File: src/rtl/brg_pkg.sv
package brg_pkg;
  localparam int CNT_W   = 12;
  localparam int PRE_W   = 4;
  localparam int SRC_W   = 2;
  localparam int HOLD_B  = 0;
  localparam int CNT_LSB = 1;
  localparam int PRE_B   = CNT_LSB + CNT_W;
  localparam int SRC_LSB = PRE_B + 1;
  localparam int EN_B    = SRC_LSB + SRC_W;
  localparam int REG_W   = EN_B + 1;
  localparam int RATIO_W = CNT_W + PRE_W + 1;

  typedef struct packed {
    logic             div16;
    logic [CNT_W-1:0] field;
  } enc_t;

  function automatic enc_t encode_ratio(input logic [RATIO_W-1:0] r);
    enc_t e;
    logic [RATIO_W-1:0] q;
    if (r > RATIO_W'(2 ** CNT_W)) begin
      q       = (r >> PRE_W) - 1'b1;
      e.div16 = 1'b1;
      e.field = q[CNT_W-1:0];
    end else begin
      q       = r - 1'b1;
      e.div16 = 1'b0;
      e.field = q[CNT_W-1:0];
    end
    return e;
  endfunction
endpackage

File: src/rtl/brg_cfg_reg.sv
module brg_cfg_reg #(
  parameter int W = 17
) (
  input  logic         clk,
  input  logic         rst_n,
  input  logic         wr,
  input  logic [W-1:0] wdata,
  output logic [W-1:0] q
);
  always_ff @(posedge clk or negedge rst_n) begin
    if (!rst_n)  q <= '0;
    else if (wr) q <= wdata;
  end


  readback_chk: assert property (@(posedge clk) disable iff (!rst_n)
    wr |=> q == $past(wdata));
endmodule

File: src/rtl/brg_tick_sel.sv
module brg_tick_sel #(
  parameter int SEL_W = 2,
  parameter int EXT_N = 3
) (
  input  logic [SEL_W-1:0] sel,
  input  logic [EXT_N-1:0] ext_tick,
  output logic             tick
);
  localparam int LANES = EXT_N + 1;
  logic [LANES-1:0] lane;

  assign lane[0] = 1'b1;
  for (genvar g = 0; g < EXT_N; g++) begin : g_lane
    assign lane[g+1] = ext_tick[g];
  end

  always_comb begin
    tick = 1'b0;
    for (int i = 0; i < LANES; i++)
      if (int'(sel) == i) tick = lane[i];
  end
endmodule

File: src/rtl/brg_prescale.sv
module brg_prescale #(
  parameter int PW = 4
) (
  input  logic clk,
  input  logic rst_n,
  input  logic clr,
  input  logic tick,
  input  logic div16,
  output logic pulse
);
  logic [PW-1:0] pre;

  assign pulse = div16 ? (tick && (&pre)) : tick;

  always_ff @(posedge clk or negedge rst_n) begin
    if (!rst_n)              pre <= '0;
    else if (clr)            pre <= '0;
    else if (tick && div16)  pre <= pre + 1'b1;
  end
endmodule

File: src/rtl/brg_period_ctr.sv
module brg_period_ctr #(
  parameter int CW = 12
) (
  input  logic          clk,
  input  logic          rst_n,
  input  logic          clr,
  input  logic          pulse,
  input  logic [CW-1:0] load_val,
  output logic          out_clk,
  output logic          out_tick
);
  logic [CW-1:0] cnt, cur;
  logic [CW:0]   hi_len, nxt;

  assign hi_len = ({1'b0, cur} + 2'd2) >> 1;
  assign nxt    = {1'b0, cnt} + 1'b1;

  always_ff @(posedge clk or negedge rst_n) begin
    if (!rst_n) begin
      cnt <= '0; cur <= '0; out_clk <= 1'b0; out_tick <= 1'b0;
    end else if (clr) begin
      cnt <= '0; cur <= load_val; out_clk <= 1'b0; out_tick <= 1'b0;
    end else if (pulse) begin
      if (cnt == cur) begin
        cnt      <= '0;
        cur      <= load_val;
        out_clk  <= 1'b1;
        out_tick <= 1'b1;
      end else begin
        cnt      <= nxt[CW-1:0];
        out_clk  <= nxt < hi_len;
        out_tick <= 1'b0;
      end
    end else begin
      out_tick <= 1'b0;
    end
  end


  no_overrun_chk: assert property (@(posedge clk) disable iff (!rst_n)
    cnt <= cur);


  period_starts_high_chk: assert property (@(posedge clk) disable iff (!rst_n)
    out_tick |-> out_clk);
endmodule

File: src/rtl/baud_rate_gen.sv
module baud_rate_gen
  import brg_pkg::*;
#(
  parameter int EXT_N = 3
) (
  input  logic               clk,
  input  logic               rst_n,
  input  logic               cfg_wr,
  input  logic [REG_W-1:0]   cfg_wdata,
  output logic [REG_W-1:0]   cfg_rdata,
  input  logic [EXT_N-1:0]   ext_tick,
  output logic               out_clk,
  output logic               out_tick,
  input  logic [RATIO_W-1:0] ratio_req,
  output logic               enc_div16,
  output logic [CNT_W-1:0]   enc_count
);
  logic [REG_W-1:0] cfg_q;
  logic src_tick, gated_tick, pre_pulse, hold, run;
  enc_t enc;

  brg_cfg_reg #(.W(REG_W)) cfg_i (
    .clk(clk), .rst_n(rst_n), .wr(cfg_wr), .wdata(cfg_wdata), .q(cfg_q));

  assign cfg_rdata = cfg_q;
  assign hold      = cfg_q[HOLD_B];
  assign run       = cfg_q[EN_B];

  brg_tick_sel #(.SEL_W(SRC_W), .EXT_N(EXT_N)) sel_i (
    .sel(cfg_q[SRC_LSB +: SRC_W]), .ext_tick(ext_tick), .tick(src_tick));

  assign gated_tick = src_tick && run && !hold;

  brg_prescale #(.PW(PRE_W)) pre_i (
    .clk(clk), .rst_n(rst_n), .clr(hold), .tick(gated_tick),
    .div16(cfg_q[PRE_B]), .pulse(pre_pulse));

  brg_period_ctr #(.CW(CNT_W)) ctr_i (
    .clk(clk), .rst_n(rst_n), .clr(hold), .pulse(pre_pulse),
    .load_val(cfg_q[CNT_LSB +: CNT_W]), .out_clk(out_clk), .out_tick(out_tick));

  assign enc       = encode_ratio(ratio_req);
  assign enc_div16 = enc.div16;
  assign enc_count = enc.field;


  hold_quiet_chk: assert property (@(posedge clk) disable iff (!rst_n)
    hold |=> !out_tick && !out_clk);


  disabled_frozen_chk: assert property (@(posedge clk) disable iff (!rst_n)
    (!run && !hold) |=> $stable(out_clk) && !out_tick);


  always_comb begin
    if (ratio_req >= RATIO_W'(1) && ratio_req <= RATIO_W'(2 ** (CNT_W + PRE_W))) begin
      enc_ratio_chk: assert ((enc_div16 ? (32'(enc_count) + 1) * 16 : 32'(enc_count) + 1)
                             <= 32'(ratio_req)
                             && 32'(ratio_req) - (enc_div16 ? (32'(enc_count) + 1) * 16
                                                  : 32'(enc_count) + 1) < 16);
    end
  end
endmodule

File: config.mk
export PLATFORM = sky130hd
export DESIGN_NAME = baud_rate_gen
export DESIGN_NICKNAME = d
export VERILOG_FILES = /design/src/rtl/brg_pkg.sv /design/src/rtl/brg_cfg_reg.sv /design/src/rtl/brg_tick_sel.sv /design/src/rtl/brg_prescale.sv /design/src/rtl/brg_period_ctr.sv /design/src/rtl/baud_rate_gen.sv
export SDC_FILE = /design/constraint.sdc
export NUM_CORES = 1
export LEC_CHECK = 0
export BUFFER_PORTS_ARGS = -buffer_cell sky130_fd_sc_hd__buf_2
export CAP_MARGIN = 40
export CORE_MARGIN = 1
export CORE_UTILIZATION = 31
export DETAILED_ROUTE_END_ITERATION = 12
export PLACE_DENSITY = 0.54
export SLEW_MARGIN = 20
export SYNTH_ARGS = -nofsm -noshare
export SYNTH_HDL_FRONTEND = slang
export SYNTH_SLANG_ARGS = --single-unit
File: constraint.sdc
create_clock -name clk -period 4.75 [get_ports clk]
set_clock_uncertainty 0.05 [all_clocks]
set_input_delay 0.7125 -clock clk [delete_from_list [all_inputs] [get_ports clk]]
set_output_delay 0.7125 -clock clk [all_outputs]
set_load 0.05 [all_outputs]
==> flow_summary.yaml <==
global_route:
  grtUsageMet3: 0.0214
  grt_pass1_vias: 2459
  overflow: 0
  antenna_found_initial: 0
  grt_usage: 0.137
  grt_max_degree: 48
  grt_pass1_wl_um: 11100
  use_met2: 0.255
  busiest_layer: "met2"
  grtUsageMet1: 0.159
sta:
  fin_crit_ns: 4.53
  setup_ws_ns: 0.216
  rsz0062_at_grt: "false"
  period_share: 0.954
  finalSetupTns_ns: 0
  worst_pin_slew_ns: 0.824
  drv_slew: 0
  setup_violations: 0
  final-hold-violation-count: 0
  slew_headroom: 0.447
  timing.fmax_ghz: 0.221
run:
  maxCapViolCount: 0
clock_tree:
  ctsHoldBuffers: 0
  cts_buffers: 5
  clockBufferDepth: 2
  clk_pin_slew_ns: 0.08
  cts_resized: 0
  tritoncts: "yes"
  cts_htree_levels: 2
  cts-root-buf: "clkbuf_8"
  cts_setup_buffers: 0
  clk-insertion-delay-late_ns: 0.30
  cts.sinks: 47
final_layout:
  final_net_count: 429
  finalNonFillerCells: 503
  drive_above_1_share: 0.337
  num_antenna_cells: 0
  area_growth_pct: 22.9
  finalCoreUtilization: 0.399
worst_setup_path:
  crit_type: "input port to primary output"
  r2r_setup_slack_ns: 2.26
  critPathLaunchType: "input port"
  path_buf_inv: 2
  critPathArrivalTime_ns: 3.77
  critPathTopFamily: "simple AND/OR/NAND/NOR gates"
  critPathMaxFanout: 10
  worstSetupEndpointType: "primary output"
  path_cells: "buf_2 > or4_4 > o41ai_4 > nand2_4 > mux2i_1 > ha_4 > nand2b_1 > or4b_4 > a21oi_4 > xor2_4 > buf_2"
  cpMaxStageDelayCell: "or4_4"
  max_stage_delay_ns: 0.58
  worst_ep_required_time_ns: 3.99
  critical_path.most_common_cell: "buf_2"
yosys:
  ys_seq_elements: 47
  synth_area_per_cell_sq_um: 10.2
  ys_types: 48
  synth_top_flop_cell: "dfrtp_1"
  synthAdderAreaFrac: 0.0614
  synthCells: 300
  syn_nets: 355
  synth.most_common_cell: "dfrtp_1"
  synth_area_leaders: "dfrtp_1 (38%), mux2_2 (11%), xnor2_1 (8.0%), ha_1 (6.1%), xor2_1 (4.6%)"
  synthTopCellsByCount: "dfrtp_1 (47), mux2_2 (29), xnor2_1 (28)"
  syn_area_sq_um: 3060
  synthXorXnorAreaFrac: 0.126
  synth_top_family_by_area: "simple AND/OR/NAND/NOR gates"
  synth-seq-area-share: 0.385
  synth_top_area_share: 0.385
  synth-edff-count: 0
  ys_warn_count: 0
  muxShareOfSynthArea: 0.123
  synth-simple-area-share: 0.160
  synth_compound_area_frac: 0.122
  yosysTopAreaCell: "dfrtp_1"
  async_reset_ff_frac: 1.00
outcome:
  status: "finished, final reports clean"
floorplanning:
  ioPinCount: 72
  core_area_sq_um: 9420
  initial_core_util: 0.325
  die_area_sq_um: 10300
  dieWidth_um: 101
  die_y_um: 101
  row_count: 35
power_and_ir_drop:
  powerDensity_nw_per_um2: 288
  vdd_drop_max_uv: 162
  leakagePower_nw: 1.67
routing:
  routed_wl_um: 6590
  vias: 2482
  wl_per_cell_um: 13.1
  ant_nets: 0
  avgViaCountPerCell: 4.93
  first_pass_iters: 4
  drc: 0
  drtIter0Drc: 66
placed_design:
  dp_hpwl_um: 5220
  gp_congestion: 0.825
  placed_cells: 496
  io_buffers: 71
  pre_cts_slack_ns: 0.205
hold_path:
  hold_class: "input port to async pin"
==> logic make-up after synthesis <==
group	after synthesis
AOI/OAI and AO/OA	51
xor gates and xnor gates	44
adders and majority gates	15
buffers and inverters	17
DFF	47
muxes	34
and+or+nand+nor	92
==> power breakdown <==
| group | total [W] | switching [W] | internal [W] |
|---|---|---|---|
| Sequential | 0.000496 | 0.0000551 | 0.000441 |
| Combinational | 0.000338 | 0.000203 | 0.000135 |
| Clock | 0.000246 | 0.000131 | 0.000114 |
==> worst paths after layout <==
kind                         startpoint              to  cells after the start
setup / recovery           ratio_req[7]    enc_count[8]                     11
hold / removal                    rst_n  ctr_i.out_tick                      2
setup reg to reg            cfg_i.q[14]   ctr_i.cnt[10]                      5
hold reg to reg              cfg_i.q[7]      cfg_i.q[7]                      1
max in group asynchronous         rst_n    ctr_i.cur[5]                      2
min in group clk             cfg_i.q[7]      cfg_i.q[7]                      1
==> worst register-to-register path, stage by stage, from the launching register on <==
cell	delay [ns]
dfrtp_1	0.41
nor3b_1	0.14
a211oi_1	0.69
nand3b_1	0.38
nor2_1	0.54
a22o_1	0.22
==> per-stage QoR <==
stage / cell area [sq um] / hold WS, ns / power (W)
final: 3760 / 0.448 / 0.00108
after global routing: 3760 / 0.509 / 0.00114
after CTS: 3760 / 0.474 / 0.00109
after detailed placement: 3670 / 0.461 / 0.000848
after global placement: 3660 / 0.459 / 0.000840
after floorplan: 3150 / 0.367 / 0.000747
==> registers in the layout (all words and copies together) (netlist names) <==
name,flops
cfg_i.q,17
ctr_i.cnt,12
ctr_i.cur,12
pre_i.pre,4
ctr_i.out_clk,1
ctr_i.out_tick,1
==> cells in the final DEF (no fill, tap or decap), drive strengths merged, types with 2 or more instances in the layout <==
cell type / instances
a22o: 8
a31oi: 3
a211oi: 3
o22a: 2
o21ai: 7
o41ai: 2
ha: 15
nand2: 21
xor2: 16
a21oi: 13
xnor2: 28
or3: 3
nor3: 8
inv: 7
o31ai: 2
nand4: 4
mux2: 29
clkbuf: 6
nand2b: 3
nor2: 15
o211ai: 2
mux2i: 5
nand3: 14
and3: 4
nand3b: 3
nor4: 4
nor3b: 3
dfrtp: 47
or4: 4
buf: 77
==> metal layers <==
| layer | share of wire | vias up |
|---|---|---|
| li1 | - | 1245 |
| met1 | 0.45 | 1185 |
| met5 | 0 | - |
| met2 | 0.50 | 47 |
| met3 | 0.034 | 5 |
| met4 | 0.014 | 0 |
==> cell type report <==
class | instances | area [sq um]
fillers | 963 | 5660
inverters | 7 | 26.3
flip-flops and latches | 47 | 1180
clock inverters | 1 | 5.00
clock buffers | 6 | 82.6
repair buffers | 77 | 400
multi-input cells | 236 | 1910
well taps | 129 | 161
Note: power is estimated with default switching activity, not from simulation.
